--- src/rtl/tmr_ctrl_pkg.sv ---
package tmr_ctrl_pkg;

    localparam int STATE_W = 3;
    localparam int NCOPY   = 3;

    // Distance-two, even-parity state code
    typedef enum logic [STATE_W-1:0] {
        PH_IDLE = 3'b000,
        PH_ARM  = 3'b011,
        PH_RUN  = 3'b101,
        PH_DONE = 3'b110
    } phase_t;

    function automatic logic code_legal(input logic [STATE_W-1:0] v);
        return ~(^v);
    endfunction

endpackage

--- src/rtl/tmr_majority.sv ---
module tmr_majority #(
    parameter int W = 3
) (
    input  logic [W-1:0] in_a,
    input  logic [W-1:0] in_b,
    input  logic [W-1:0] in_c,
    output logic [W-1:0] voted,
    output logic         disagree
);
    genvar gb;
    generate
        for (gb = 0; gb < W; gb++) begin : g_bit
            assign voted[gb] = (in_a[gb] & in_b[gb]) |
                               (in_a[gb] & in_c[gb]) |
                               (in_b[gb] & in_c[gb]);
        end
    endgenerate

    assign disagree = (in_a != voted) | (in_b != voted) | (in_c != voted);
endmodule

--- src/rtl/tmr_state_copies.sv ---
module tmr_state_copies
    import tmr_ctrl_pkg::*;
(
    input  logic                     clk,
    input  logic                     rst,
    input  logic [STATE_W-1:0]       next_state,
    input  logic [NCOPY*STATE_W-1:0] fault_mask,
    output logic [NCOPY*STATE_W-1:0] copies
);
    genvar gc;
    generate
        for (gc = 0; gc < NCOPY; gc++) begin : g_copy
            logic [STATE_W-1:0] reg_q;
            always_ff @(posedge clk) begin
                if (rst) reg_q <= PH_IDLE;
                else     reg_q <= next_state ^ fault_mask[gc*STATE_W +: STATE_W];
            end
            assign copies[gc*STATE_W +: STATE_W] = reg_q;
        end
    endgenerate
endmodule

--- src/rtl/tmr_run_timer.sv ---
module tmr_run_timer
    import tmr_ctrl_pkg::*;
#(
    parameter int RUN_LEN = 4
) (
    input  logic               clk,
    input  logic               rst,
    input  logic [STATE_W-1:0] phase,
    output logic               run_last
);
    localparam int CW = (RUN_LEN > 1) ? $clog2(RUN_LEN) : 1;
    localparam logic [CW-1:0] LAST = CW'(RUN_LEN - 1);

    logic [CW-1:0] cnt_q;

    always_ff @(posedge clk) begin
        if (rst || phase != PH_RUN) cnt_q <= '0;
        else if (cnt_q != LAST)     cnt_q <= cnt_q + 1'b1;
    end

    assign run_last = (phase == PH_RUN) && (cnt_q == LAST);
endmodule

--- src/rtl/tmr_next_phase.sv ---
module tmr_next_phase
    import tmr_ctrl_pkg::*;
(
    input  logic [STATE_W-1:0] voted,
    input  logic               start_req,
    input  logic               stop_req,
    input  logic               run_last,
    output logic [STATE_W-1:0] next_state
);
    always_comb begin
        unique case (voted)
            PH_IDLE: next_state = (start_req && !stop_req) ? PH_ARM : PH_IDLE;
            PH_ARM:  next_state = stop_req ? PH_IDLE : PH_RUN;
            PH_RUN: begin
                if (stop_req)      next_state = PH_IDLE;
                else if (run_last) next_state = PH_DONE;
                else               next_state = PH_RUN;
            end
            PH_DONE: next_state = PH_IDLE;
            default: next_state = PH_IDLE;   // illegal voted code: safe fall-back
        endcase
    end
endmodule

--- src/rtl/tmr_ctrl_fsm.sv ---
module tmr_ctrl_fsm
    import tmr_ctrl_pkg::*;
#(
    parameter int RUN_LEN = 4
) (
    input  logic       clk,
    input  logic       rst,
    input  logic       start_req,
    input  logic       stop_req,
    input  logic [8:0] fault_mask,
    output logic [2:0] state_o,
    output logic       busy,
    output logic       done,
    output logic       mismatch
);
    logic [NCOPY*STATE_W-1:0] copies;
    logic [STATE_W-1:0]       voted;
    logic [STATE_W-1:0]       next_state;
    logic                     disagree;
    logic                     run_last;
    logic                     mismatch_q;

    tmr_state_copies u_copies (
        .clk        (clk),
        .rst        (rst),
        .next_state (next_state),
        .fault_mask (fault_mask),
        .copies     (copies)
    );

    tmr_majority #(.W(STATE_W)) u_vote (
        .in_a     (copies[0*STATE_W +: STATE_W]),
        .in_b     (copies[1*STATE_W +: STATE_W]),
        .in_c     (copies[2*STATE_W +: STATE_W]),
        .voted    (voted),
        .disagree (disagree)
    );

    tmr_run_timer #(.RUN_LEN(RUN_LEN)) u_timer (
        .clk      (clk),
        .rst      (rst),
        .phase    (voted),
        .run_last (run_last)
    );

    tmr_next_phase u_next (
        .voted      (voted),
        .start_req  (start_req),
        .stop_req   (stop_req),
        .run_last   (run_last),
        .next_state (next_state)
    );

    // Registered disagreement flag
    always_ff @(posedge clk) begin
        if (rst) mismatch_q <= 1'b0;
        else     mismatch_q <= disagree;
    end

    // Output decode from the voted state
    always_comb begin
        busy = 1'b0;
        done = 1'b0;
        unique case (voted)
            PH_ARM, PH_RUN: busy = 1'b1;
            PH_DONE:        done = 1'b1;
            default: ;
        endcase
    end

    assign state_o  = voted;
    assign mismatch = mismatch_q;

    AST_RESET_IDLE: assert property (@(posedge clk) rst |=> (voted == PH_IDLE && !disagree));
    AST_DONE_SINGLE: assert property (@(posedge clk) disable iff (rst) done |=> !done);
    AST_SCRUB_EQUAL: assert property (@(posedge clk) disable iff (rst)
        (fault_mask == '0) |=> (copies[2:0] == copies[5:3] && copies[5:3] == copies[8:6]));
    AST_MISMATCH_SET: assert property (@(posedge clk) disable iff (rst) disagree |=> mismatch);
    AST_MISMATCH_CLR: assert property (@(posedge clk) disable iff (rst) !disagree |=> !mismatch);
    AST_ILLEGAL_SAFE: assert property (@(posedge clk) disable iff (rst)
        (!code_legal(voted) && fault_mask == '0) |=> (voted == PH_IDLE));
endmodule

--- config.mk ---
export PLATFORM = sky130hd
export DESIGN_NAME = tmr_ctrl_fsm
export DESIGN_NICKNAME = d
export VERILOG_FILES = /design/src/rtl/tmr_ctrl_pkg.sv /design/src/rtl/tmr_majority.sv /design/src/rtl/tmr_state_copies.sv /design/src/rtl/tmr_run_timer.sv /design/src/rtl/tmr_next_phase.sv /design/src/rtl/tmr_ctrl_fsm.sv
export SDC_FILE = /design/constraint.sdc
export NUM_CORES = 1
export LEC_CHECK = 0
export ABC_AREA = 1
export BUFFER_PORTS_ARGS = -buffer_cell sky130_fd_sc_hd__buf_2
export CAP_MARGIN = 10
export CORE_AREA = 2 2 42 44
export CTS_BUF_LIST = sky130_fd_sc_hd__clkbuf_8
export DETAILED_ROUTE_END_ITERATION = 7
export DIE_AREA = 0 0 44 46
export GPL_TIMING_DRIVEN = 0
export PLACE_DENSITY = 0.83
export REMOVE_ABC_BUFFERS = 1
export SYNTH_ARGS = -nofsm -noshare
export SYNTH_HDL_FRONTEND = slang
export SYNTH_SLANG_ARGS = --single-unit
--- constraint.sdc ---
create_clock -name clk -period 2.2 [get_ports clk]
set_clock_uncertainty 0.15 [all_clocks]
set_input_delay 0.22 -clock clk [delete_from_list [all_inputs] [get_ports clk]]
set_output_delay 0.22 -clock clk [all_outputs]
set_load 0.05 [all_outputs]
==> flow_summary.yaml <==
worst_setup_path:
  path_max_fanout: 4
  arrival_ns: 1.36
  cpPeakStageDelay_ns: 0.34
  reg2reg_depth: 8
  endpoint_kind: "output port"
  crit_type: "reg2out"
  startpoint_type: "flop"
  crit_chain: "nand2_1 -> nand3_4 -> nor2_4 -> nand2_4 -> nand2_1 -> buf_2"
  cp_slowest_cell: "dfxtp_1"
  cp_common_cell: "nand2_1"
  reg2reg_slack_ns: 0.76
  r2r_start: "u_copies.g_copy[2].reg_q[1]"
  required_ns: 1.83
  r2r-end: "u_copies.g_copy[0].reg_q[2]"
layout:
  final_common_cell: "nand2_1"
  layout_common_cells: "nand2_1 (31), buf_2 (18), nor2_1 (16)"
  fin_nets: 142
  antenna_cells: 0
  multiInputGateArea_sq_um: 417
  seq_area_sq_um: 240
  drive_gt1_frac: 0.286
  utilization: 0.546
  synthToLayoutAreaGrowth_pct: 21.0
  fillers: 155
die:
  die_h_um: 46
  floorplan.die.width_um: 44
  design.core.area_sq_um: 1610
  die-area_sq_um: 2020
  start_util: 0.451
  io_pins: 19
  num_rows: 15
routing:
  routed_via_density: 4.93
  dr.first_iter.drc_count: 4
  wl_per_cell_um: 10.0
  ant_nets: 0
  wl_mm: 1.43
  vias: 705
  first_pass_iters: 4
  drc_errors: 0
placement:
  place_hpwl_mm: 1.24
  gp_congestion: 0.760
  port_buffers: 18
timing:
  setup_viol: 0
  period_needed_ns: 1.73
  worst_pin_slew_ns: 0.255
  rsz0062_at_grt: "no"
  fin_setup_tns_ns: 0
  finalCritPeriodShare: 0.785
  max_freq_ghz: 0.579
  max_slew_margin: 0.829
  whs_ns: 0.0551
  drv_slew: 0
  finalHoldViolCount: 0
global_route:
  grt_first_pass_wirelength_mm: 2.49
  grt_antenna_before_repair: 0
  overflow: 0
  grt_pass1_vias: 643
  grtUsageTotal: 0.170
  grt_max_degree: 10
power_and_ir_drop:
  combinationalPowerShare: 0.241
  power.density_nw_per_um2: 641
  peakVddDrop_v: 0.000304
  power.share.clock: 0.328
  switching_share: 0.299
  p_leak_nw: 0.526
  intPower_w: 0.000396
  seqPwrFrac: 0.430
  switchingPower_w: 0.000169
  p_total_w: 0.000565
worst_hold_path:
  worstHoldStart: "rst"
  worstHoldEndpoint: "mismatch"
  hold_depth: 2
  hold_class: "in2reg"
synth:
  seq_area_frac_synth: 0.330
  ys_ff_latch: 12
  syn_inst: 105
  ys_types: 22
  avgSynthCellArea_sq_um: 6.94
  syn_area_sq_um: 728
  synth_warnings: 0
clocking:
  post_cts_buffers: 0
  clock_latency_ns: 0.23
  cts-htree-levels: 1
  clkTransAtPathRegs_ns: 0.05
  clock_path_buffers: 2
  cts_buffers: 3
  tritoncts: "built"
  clkSinkCount: 12
  clock-root-buffer: "clkbuf_8"
  cts_resized: 0
  cts_hold_buf: 0
job:
  cap_violations: 0
outcome:
  status: "completed"
[routing by layer]
metal	track usage	wire length, um	up-vias
li1	-	-	368
met1	0.181	599	309
met2	0.303	704	24
met3	0.0437	94	4
met4	0.0970	34	0
met5	0	0	-
[final cells by class]
class | count | share of cell area
Tap cell | 17 | 0.0241
Inverter | 19 | 0.0810
Clock buffer | 3 | 0.0469
Timing Repair Buffer | 18 | 0.102
Sequential cell | 12 | 0.273
Multi-Input combinational cell | 74 | 0.473
[cell usage after synthesis]
cell | n | share of area
a22oi_1 | 2 | 0.021
nor2_4 | 1 | 0.015
nand2_2 | 3 | 0.026
nand4_2 | 3 | 0.052
nand2_1 | 31 | 0.16
nand4_1 | 4 | 0.034
inv_1 | 15 | 0.077
mux2i_1 | 1 | 0.014
nor3_1 | 3 | 0.021
ha_1 | 1 | 0.017
nand3_1 | 1 | 0.0069
o21ai_4 | 1 | 0.022
nand2_4 | 2 | 0.031
xor2_1 | 1 | 0.012
nand3_4 | 1 | 0.024
clkinv_1 | 1 | 0.0051
nand3_2 | 1 | 0.014
dfxtp_1 | 12 | 0.33
inv_2 | 3 | 0.015
a41oi_1 | 1 | 0.012
nor2_1 | 16 | 0.082
or2_1 | 1 | 0.0086
[power groups by stage]
stage / clock (W) / sequential, W / combinational [W]
4_1_cts: 0.000192 / 0.000243 / 0.000136
2_1_floorplan: 0 / 0.000252 / 0.0000962
6_report: 0.000185 / 0.000243 / 0.000136
3_3_place_gp: 0 / 0.000246 / 0.000132
3_5_place_dp: 0 / 0.000247 / 0.000137
5_1_grt: 0.000198 / 0.000244 / 0.000151
[sequential cells by signal, summed over array words and instances, names as in the netlist]
name	cells
u_timer.cnt_q	2
mismatch	1
u_copies.g_copy.reg_q	9
[critical path, delay by kind of cell (launching register included)]
kind | cells | cell delay, ns
AND/OR/NAND/NOR | 5 | 0.54
flip-flops | 1 | 0.34
buffers and inverters | 1 | 0.25
[worst max path at each step]
| stage | startpoint | endpoint |
|---|---|---|
| after floorplan | u_copies.g_copy[0].reg_q[0] | done |
| after global placement | u_copies.g_copy[0].reg_q[1] | busy |
| after detailed placement | u_copies.g_copy[2].reg_q[1] | busy |
| after CTS | u_copies.g_copy[2].reg_q[1] | busy |
| after global routing | u_copies.g_copy[2].reg_q[1] | busy |
| final | u_copies.g_copy[2].reg_q[1] | busy |
[metrics by stage]
| step | worst slack (ns) | cells | area, sq um |
|---|---|---|---|
| after floorplan | 0.0880 | 105 | 728 |
| after global placement | 0.740 | 140 | 840 |
| after detailed placement | 0.718 | 140 | 840 |
| after CTS | 0.461 | 143 | 881 |
| after global routing | 0.406 | 143 | 881 |
| final | 0.472 | 143 | 881 |
[cells by family (layout without fill, tap and decap cells)]
group / after synthesis / count (layout) / share of synthesized area
simple gates: 67 / 67 / 0.474
flops: 12 / 12 / 0.330
buf+inv: 19 / 40 / 0.0979
xor+xnor: 1 / 1 / 0.0120
fa+ha+maj: 1 / 1 / 0.0172
compound gates: 4 / 4 / 0.0550
mux: 1 / 1 / 0.0137
No activity file was read; power rests on OpenSTA's default activity.
